## src/rtl/fp16x_pkg.sv

```systemverilog
package fp16x_pkg;
    localparam int          HALF_W    = 16;
    localparam int          FRAC_W    = 10;
    localparam logic [4:0]  EXP_BIAS  = 5'd15;
    localparam logic [15:0] HALF_PINF = 16'h7C00;
    localparam logic [15:0] HALF_NINF = 16'hFC00;

    typedef enum logic [2:0] {
        KIND_NORM,
        KIND_SUB,
        KIND_ZERO,
        KIND_INF,
        KIND_NAN
    } lane_kind_e;
endpackage

```

## src/rtl/fp16x_int2half.sv

```systemverilog
module fp16x_int2half
    import fp16x_pkg::*;
(
    input  logic signed [5:0] int_val,
    output logic [15:0]       half_val
);
    logic       neg;
    logic [5:0] mag;
    logic [2:0] msb;
    logic [4:0] exp_f;
    logic [9:0] frac_f;

    always_comb begin
        neg = int_val[5];
        mag = neg ? 6'(-int_val) : 6'(int_val);
        msb = 3'd0;
        for (int b = 0; b < 6; b++) begin
            if (mag[b]) msb = 3'(b);
        end
        exp_f  = EXP_BIAS + {2'b00, msb};
        frac_f = 10'({mag, 10'b0} >> msb);
        if (mag == 6'd0) half_val = 16'h0000;
        else             half_val = {neg, exp_f, frac_f};
    end
endmodule

```

## src/rtl/fp16x_lane.sv

```systemverilog
module fp16x_lane
    import fp16x_pkg::*;
(
    input  logic [14:0] mag_in,
    output logic [15:0] lane_out,
    output logic        is_snan,
    output logic        is_sub
);
    logic [4:0]        e_fld;
    logic [9:0]        f_fld;
    lane_kind_e        kind;
    logic [3:0]        lead_z;
    logic signed [5:0] unb_exp;
    logic [15:0]       conv_out;

    assign e_fld = mag_in[14:10];
    assign f_fld = mag_in[9:0];

    always_comb begin
        if (e_fld == 5'h1F)     kind = (f_fld != '0) ? KIND_NAN : KIND_INF;
        else if (e_fld == 5'h0) kind = (f_fld != '0) ? KIND_SUB : KIND_ZERO;
        else                    kind = KIND_NORM;
    end

    always_comb begin
        lead_z = 4'd9;
        for (int b = 0; b < FRAC_W; b++) begin
            if (f_fld[b]) lead_z = 4'(FRAC_W - 1 - b);
        end
    end

    always_comb begin
        if (kind == KIND_SUB) unb_exp = -6'sd15 - $signed({2'b00, lead_z});
        else                  unb_exp = $signed({1'b0, e_fld}) - 6'sd15;
    end

    fp16x_int2half u_conv (
        .int_val  (unb_exp),
        .half_val (conv_out)
    );

    always_comb begin
        is_snan = 1'b0;
        is_sub  = 1'b0;
        unique case (kind)
            KIND_NAN: begin
                lane_out = {1'b0, 5'h1F, 1'b1, f_fld[8:0]};
                is_snan  = ~f_fld[9];
            end
            KIND_INF:  lane_out = HALF_PINF;
            KIND_ZERO: lane_out = HALF_NINF;
            KIND_SUB: begin
                lane_out = conv_out;
                is_sub   = 1'b1;
            end
            default:   lane_out = conv_out;
        endcase
    end
endmodule

```

## src/rtl/fp16x_getexp_vec.sv

```systemverilog
module fp16x_getexp_vec
    import fp16x_pkg::*;
#(
    parameter int VEC_W = 128
) (
    input  logic                      clk,
    input  logic                      rst_n,
    input  logic                      in_valid,
    input  logic [VEC_W-1:0]          src_vec,
    input  logic [VEC_W-1:0]          old_dst,
    input  logic [VEC_W/HALF_W-1:0]   lane_mask,
    input  logic                      mask_en,
    input  logic                      zero_mode,
    input  logic                      bcast,
    output logic [VEC_W-1:0]          res_vec,
    output logic                      res_valid,
    output logic                      flag_inv,
    output logic                      flag_den
);
    localparam int LANES = VEC_W / HALF_W;

    typedef struct packed {
        logic [VEC_W-1:0] res;
        logic             vld;
        logic             inv;
        logic             den;
    } out_s;

    out_s              st_d, st_q;
    logic [15:0]       lane_y [LANES];
    logic [LANES-1:0]  lane_snan;
    logic [LANES-1:0]  lane_sub;
    logic [LANES-1:0]  wr_en;

    assign wr_en = mask_en ? lane_mask : '1;

    for (genvar g = 0; g < LANES; g++) begin : g_lane
        logic [14:0] lane_mag;
        assign lane_mag = bcast ? src_vec[14:0] : src_vec[g*HALF_W +: 15];
        fp16x_lane u_lane (
            .mag_in   (lane_mag),
            .lane_out (lane_y[g]),
            .is_snan  (lane_snan[g]),
            .is_sub   (lane_sub[g])
        );
    end

    always_comb begin
        st_d     = st_q;
        st_d.vld = in_valid;
        if (in_valid) begin
            for (int i = 0; i < LANES; i++) begin
                if (wr_en[i])       st_d.res[i*HALF_W +: HALF_W] = lane_y[i];
                else if (zero_mode) st_d.res[i*HALF_W +: HALF_W] = '0;
                else                st_d.res[i*HALF_W +: HALF_W] = old_dst[i*HALF_W +: HALF_W];
            end
            st_d.inv = st_q.inv | (|(wr_en & lane_snan));
            st_d.den = st_q.den | (|(wr_en & lane_sub));
        end
    end

    always_ff @(posedge clk or negedge rst_n) begin
        if (!rst_n) st_q <= '0;
        else        st_q <= st_d;
    end

    assign res_vec   = st_q.res;
    assign res_valid = st_q.vld;
    assign flag_inv  = st_q.inv;
    assign flag_den  = st_q.den;
endmodule

```

## config.mk

```make
export PLATFORM = sky130hd
export DESIGN_NAME = fp16x_getexp_vec
export DESIGN_NICKNAME = d
export VERILOG_FILES = /design/src/rtl/fp16x_pkg.sv /design/src/rtl/fp16x_int2half.sv /design/src/rtl/fp16x_lane.sv /design/src/rtl/fp16x_getexp_vec.sv
export SDC_FILE = /design/constraint.sdc
export NUM_CORES = 1
export LEC_CHECK = 0
export ABC_CLOCK_PERIOD_IN_PS = 1010
export BUFFER_PORTS_ARGS = -buffer_cell sky130_fd_sc_hd__buf_4
export CAP_MARGIN = 20
export CELL_PAD_IN_SITES_DETAIL_PLACEMENT = 0
export CELL_PAD_IN_SITES_GLOBAL_PLACEMENT = 1
export CORE_ASPECT_RATIO = 1.4
export CORE_UTILIZATION = 38
export CTS_CLUSTER_SIZE = 20
export DETAILED_ROUTE_END_ITERATION = 16
export PLACE_DENSITY_LB_ADDON = 0.1
export SLEW_MARGIN = 20
export SYNTH_ARGS = -nofsm -noshare
export SYNTH_HDL_FRONTEND = slang
export SYNTH_SLANG_ARGS = --single-unit
```

## constraint.sdc

```tcl
create_clock -name clk -period 1.01 [get_ports clk]
set_input_delay 0.2525 -clock clk [delete_from_list [all_inputs] [get_ports clk]]
set_output_delay 0.2525 -clock clk [all_outputs]
set_load 0.005 [all_outputs]
```

==> reports/results.ini <==
[global_route]
grt_pass1_vias=20400
grt.overflow.total=0
grt_max_degree=51
grt_pass1_wl_um=112000
antenna_found_initial=4
grt_usage_pct=40.0

[worst_setup_path]
start_kind=input pin
r2r_cells=4
path_common_cell=buf_4
regToRegEndpoint=res_vec[39]$_DFFE_PN0P_
critical_path.slowest_cell=mux2_4
r2r_slack_ps=-60
crit_arrival_ps=3950
cp_max_fo=7
path_class=input pin to flip-flop
cp.required_ps=1370
r2r_start=res_vec[39]$_DFFE_PN0P_
end_kind=flip-flop
cp_slowest_stage_delay_ps=290

[run_status]
violations=negative setup slack
outcome=finished, violations left

[yosys]
synth_area_sq_um=13700
postSynth.asyncResetShare_pct=100
netlist-cell-type-count=110
synth_top_area_share_pct=24.0
ys_ff_latch=131
syn_inst=1853
synth_flop_cell=dfrtp_1
yosys.area.top_type=dfrtp_1
postSynthAreaPerCell_sq_um=7.37
synth_warnings=0
syn-num-nets=2179
synth_area_leaders=dfrtp_1 (24%), a21oi_1 (11%), nor2_1 (6.2%), ha_1 (5.1%), nand2_1 (4.4%)
synth_commonest_cells=a21oi_1 (296), nor2_1 (226), nand2_1 (161)
synth-edff-count=0
ys_seq_area_share_pct=24.0
synth_most_common_cell=a21oi_1

[die]
core_sq_um=35200
ios=401
die_area_sq_um=36700
die_x_um=162
start_util_pct=38.9
die_y_um=226
num_rows=81

[clocking]
htree_levels=4
cts-root-buf=clkbuf_16
cts.sinks=131
cts_tree=yes
path_clk_slew_ps=70
cts_buffers=17
clk_latency_ps=460
clockBufferDepth=2

[power]
share_comb_of_total_power_pct=59.1
total_power_w=0.0326
netSwitchingPower_w=0.0125
p_seq_share_pct=21.1
peakVddDrop_mv=1.02
intPower_w=0.0201
power_leakage_nw=12.6
switching_share_pct=38.2
clock_power_share_pct=19.8
power.density_nw_per_um2=1150

[detailed_routing]
vias=20300
viasPerCell=5.86
drtIter0Drc=1669
first_pass_iters=8
routedWlPerCell_um=22.7
drc=0
routed_wl_um=78700
drtAntennaViolNets=0

[sta]
setup_viol=261
fin_ws_ps=-2580
clock_skew_ps=0
tightestPinTransition_ps=823
drv_slew=0
timing.final.crit_share_pct=356
hold_viol_final=0
rsz0062_at_grt=true
min_period_ps=3590
fmax_ghz=0.278
maxSlewHeadroom_pct=44.5

[cells_and_area]
final_nets=3316
syn2layout_area_growth_pct=107
drive_gt1_share_pct=59.9
fill_cells=2285
finish.instance_area_sq_um=28300

[min_path]
min_from=old_dst[0]
hold_depth=3
hold_path_class=input pin to flip-flop
min_to=res_vec[0]$_DFFE_PN0P_

[place]
globalplace.congestion=0.975
place_area_sq_um=22900
place_hpwl_um=57600
io_buffers=392

[run]
maxCapViolations=0

-- sequential cells by signal, summed over array words and instances (netlist names) --
signal / cells
flag_inv: 1
flag_den: 1
res_vec: 128
res_valid: 1
-- worst max path at each step --
| stage | depth (start not counted) | endpoint | from |
|---|---|---|---|
| 2_1_floorplan | 30 | res_vec[60]$_DFFE_PN0P_ | bcast |
| 3_3_place_gp | 20 | res_vec[60]$_DFFE_PN0P_ | src_vec[10] |
| 3_5_place_dp | 22 | res_vec[60]$_DFFE_PN0P_ | bcast |
| 4_1_cts | 20 | res_vec[92]$_DFFE_PN0P_ | bcast |
| 5_1_grt | 25 | res_vec[60]$_DFFE_PN0P_ | bcast |
| 6_report | 29 | res_vec[60]$_DFFE_PN0P_ | bcast |
-- cell type report --
class | instances | area [sq um] | area share, %
sequential | 131 | 3280 | 11.6
multi-input combinational | 1553 | 13100 | 46.2
inverter | 67 | 267 | 0.941
tap | 456 | 571 | 2.01
timing repair buffer | 1220 | 10500 | 37.2
antenna | 3 | 7.51 | 0.0265
clock buffer | 19 | 443 | 1.56
clock inverter | 13 | 125 | 0.442
-- critical path, delay by kind of cell --
family	cells	cell delay, ps
AND/OR/NAND/NOR	5	480
multiplexers	1	290
buffers and inverters	16	1790
AO/OA/AOI/OAI	3	430
adder cells (fa/ha/maj)	3	600
XOR/XNOR	1	100
-- power by group through the flow --
stage / Clock [W] / Combinational, W / Sequential [W]
5_1_grt: 0.00667 / 0.0204 / 0.00696
3_3_place_gp: 0 / 0.0137 / 0.00679
4_1_cts: 0.00648 / 0.0170 / 0.00686
2_1_floorplan: 0 / 0.00663 / 0.00677
6_report: 0.00646 / 0.0193 / 0.00688
3_5_place_dp: 0 / 0.0139 / 0.00680
-- repair_timing --
action,CTS,global route
pin swaps,178,174
hold endpoints to repair,115,0
resized for setup,469,264
cloned,4,1
endpoints found under the setup margin,261,261
hold buffers,1,0
buffers inserted,156,61
-- stage by stage --
step | setup TNS (ps) | hold WS, ps | util, % | worst slack [ps] | std cells
after floorplan | -313570 | -43.1 | - | -3660 | 1853
after global placement | -294820 | 57.4 | 65.2 | -3060 | 3233
after detailed placement | -304520 | 61.3 | 65.2 | -3200 | 3233
after CTS | -251880 | 13.7 | 76.1 | -2420 | 3420
after global routing | -277670 | 39.3 | 80.6 | -2710 | 3461
final | -262230 | 22.7 | 80.6 | -2580 | 3462
-- per-layer routing --
layer	global-route usage [%]	wire length [um]
met5	0	12
met4	29.4	6080
met3	7.17	5810
met2	68.6	38000
met1	44.1	28800
-- cells in the final DEF, fill, tap and decap left out, types with 22 or more instances in the layout --
master    netlist  final
buf_4           1    939
buf_6           5    235
a21oi_1       296    200
nor2_1        226    187
nand2_1       161    144
dfrtp_1       131    130
a21oi_2         1     63
o21ai_0       102     51
inv_1          65     47
nor3_1         56     35
a21oi_4         0     34
mux2i_1        51     33
ha_4            0     33
o21ai_2         2     32
nand2b_1       36     30
buf_12          0     29
nand3_1        32     24
nor2b_1        37     23
o21ai_1         7     22
-- cells by family (layout without fill, tap and decap cells) --
| kind of cell | Yosys count | count (layout) | share of synthesized area, % |
|---|---|---|---|
| AO/OA/AOI/OAI | 704 | 704 | 33.6 |
| adder cells (fa/ha/maj) | 56 | 56 | 5.13 |
| AND/OR/NAND/NOR | 687 | 687 | 24.6 |
| other | 0 | 3 | 0 |
| flip-flops | 131 | 131 | 24.0 |
| XOR/XNOR | 41 | 41 | 2.68 |
| multiplexers | 65 | 65 | 4.94 |
| buffers and inverters | 169 | 1319 | 5.15 |
Note: power is estimated with default switching activity, not from simulation.
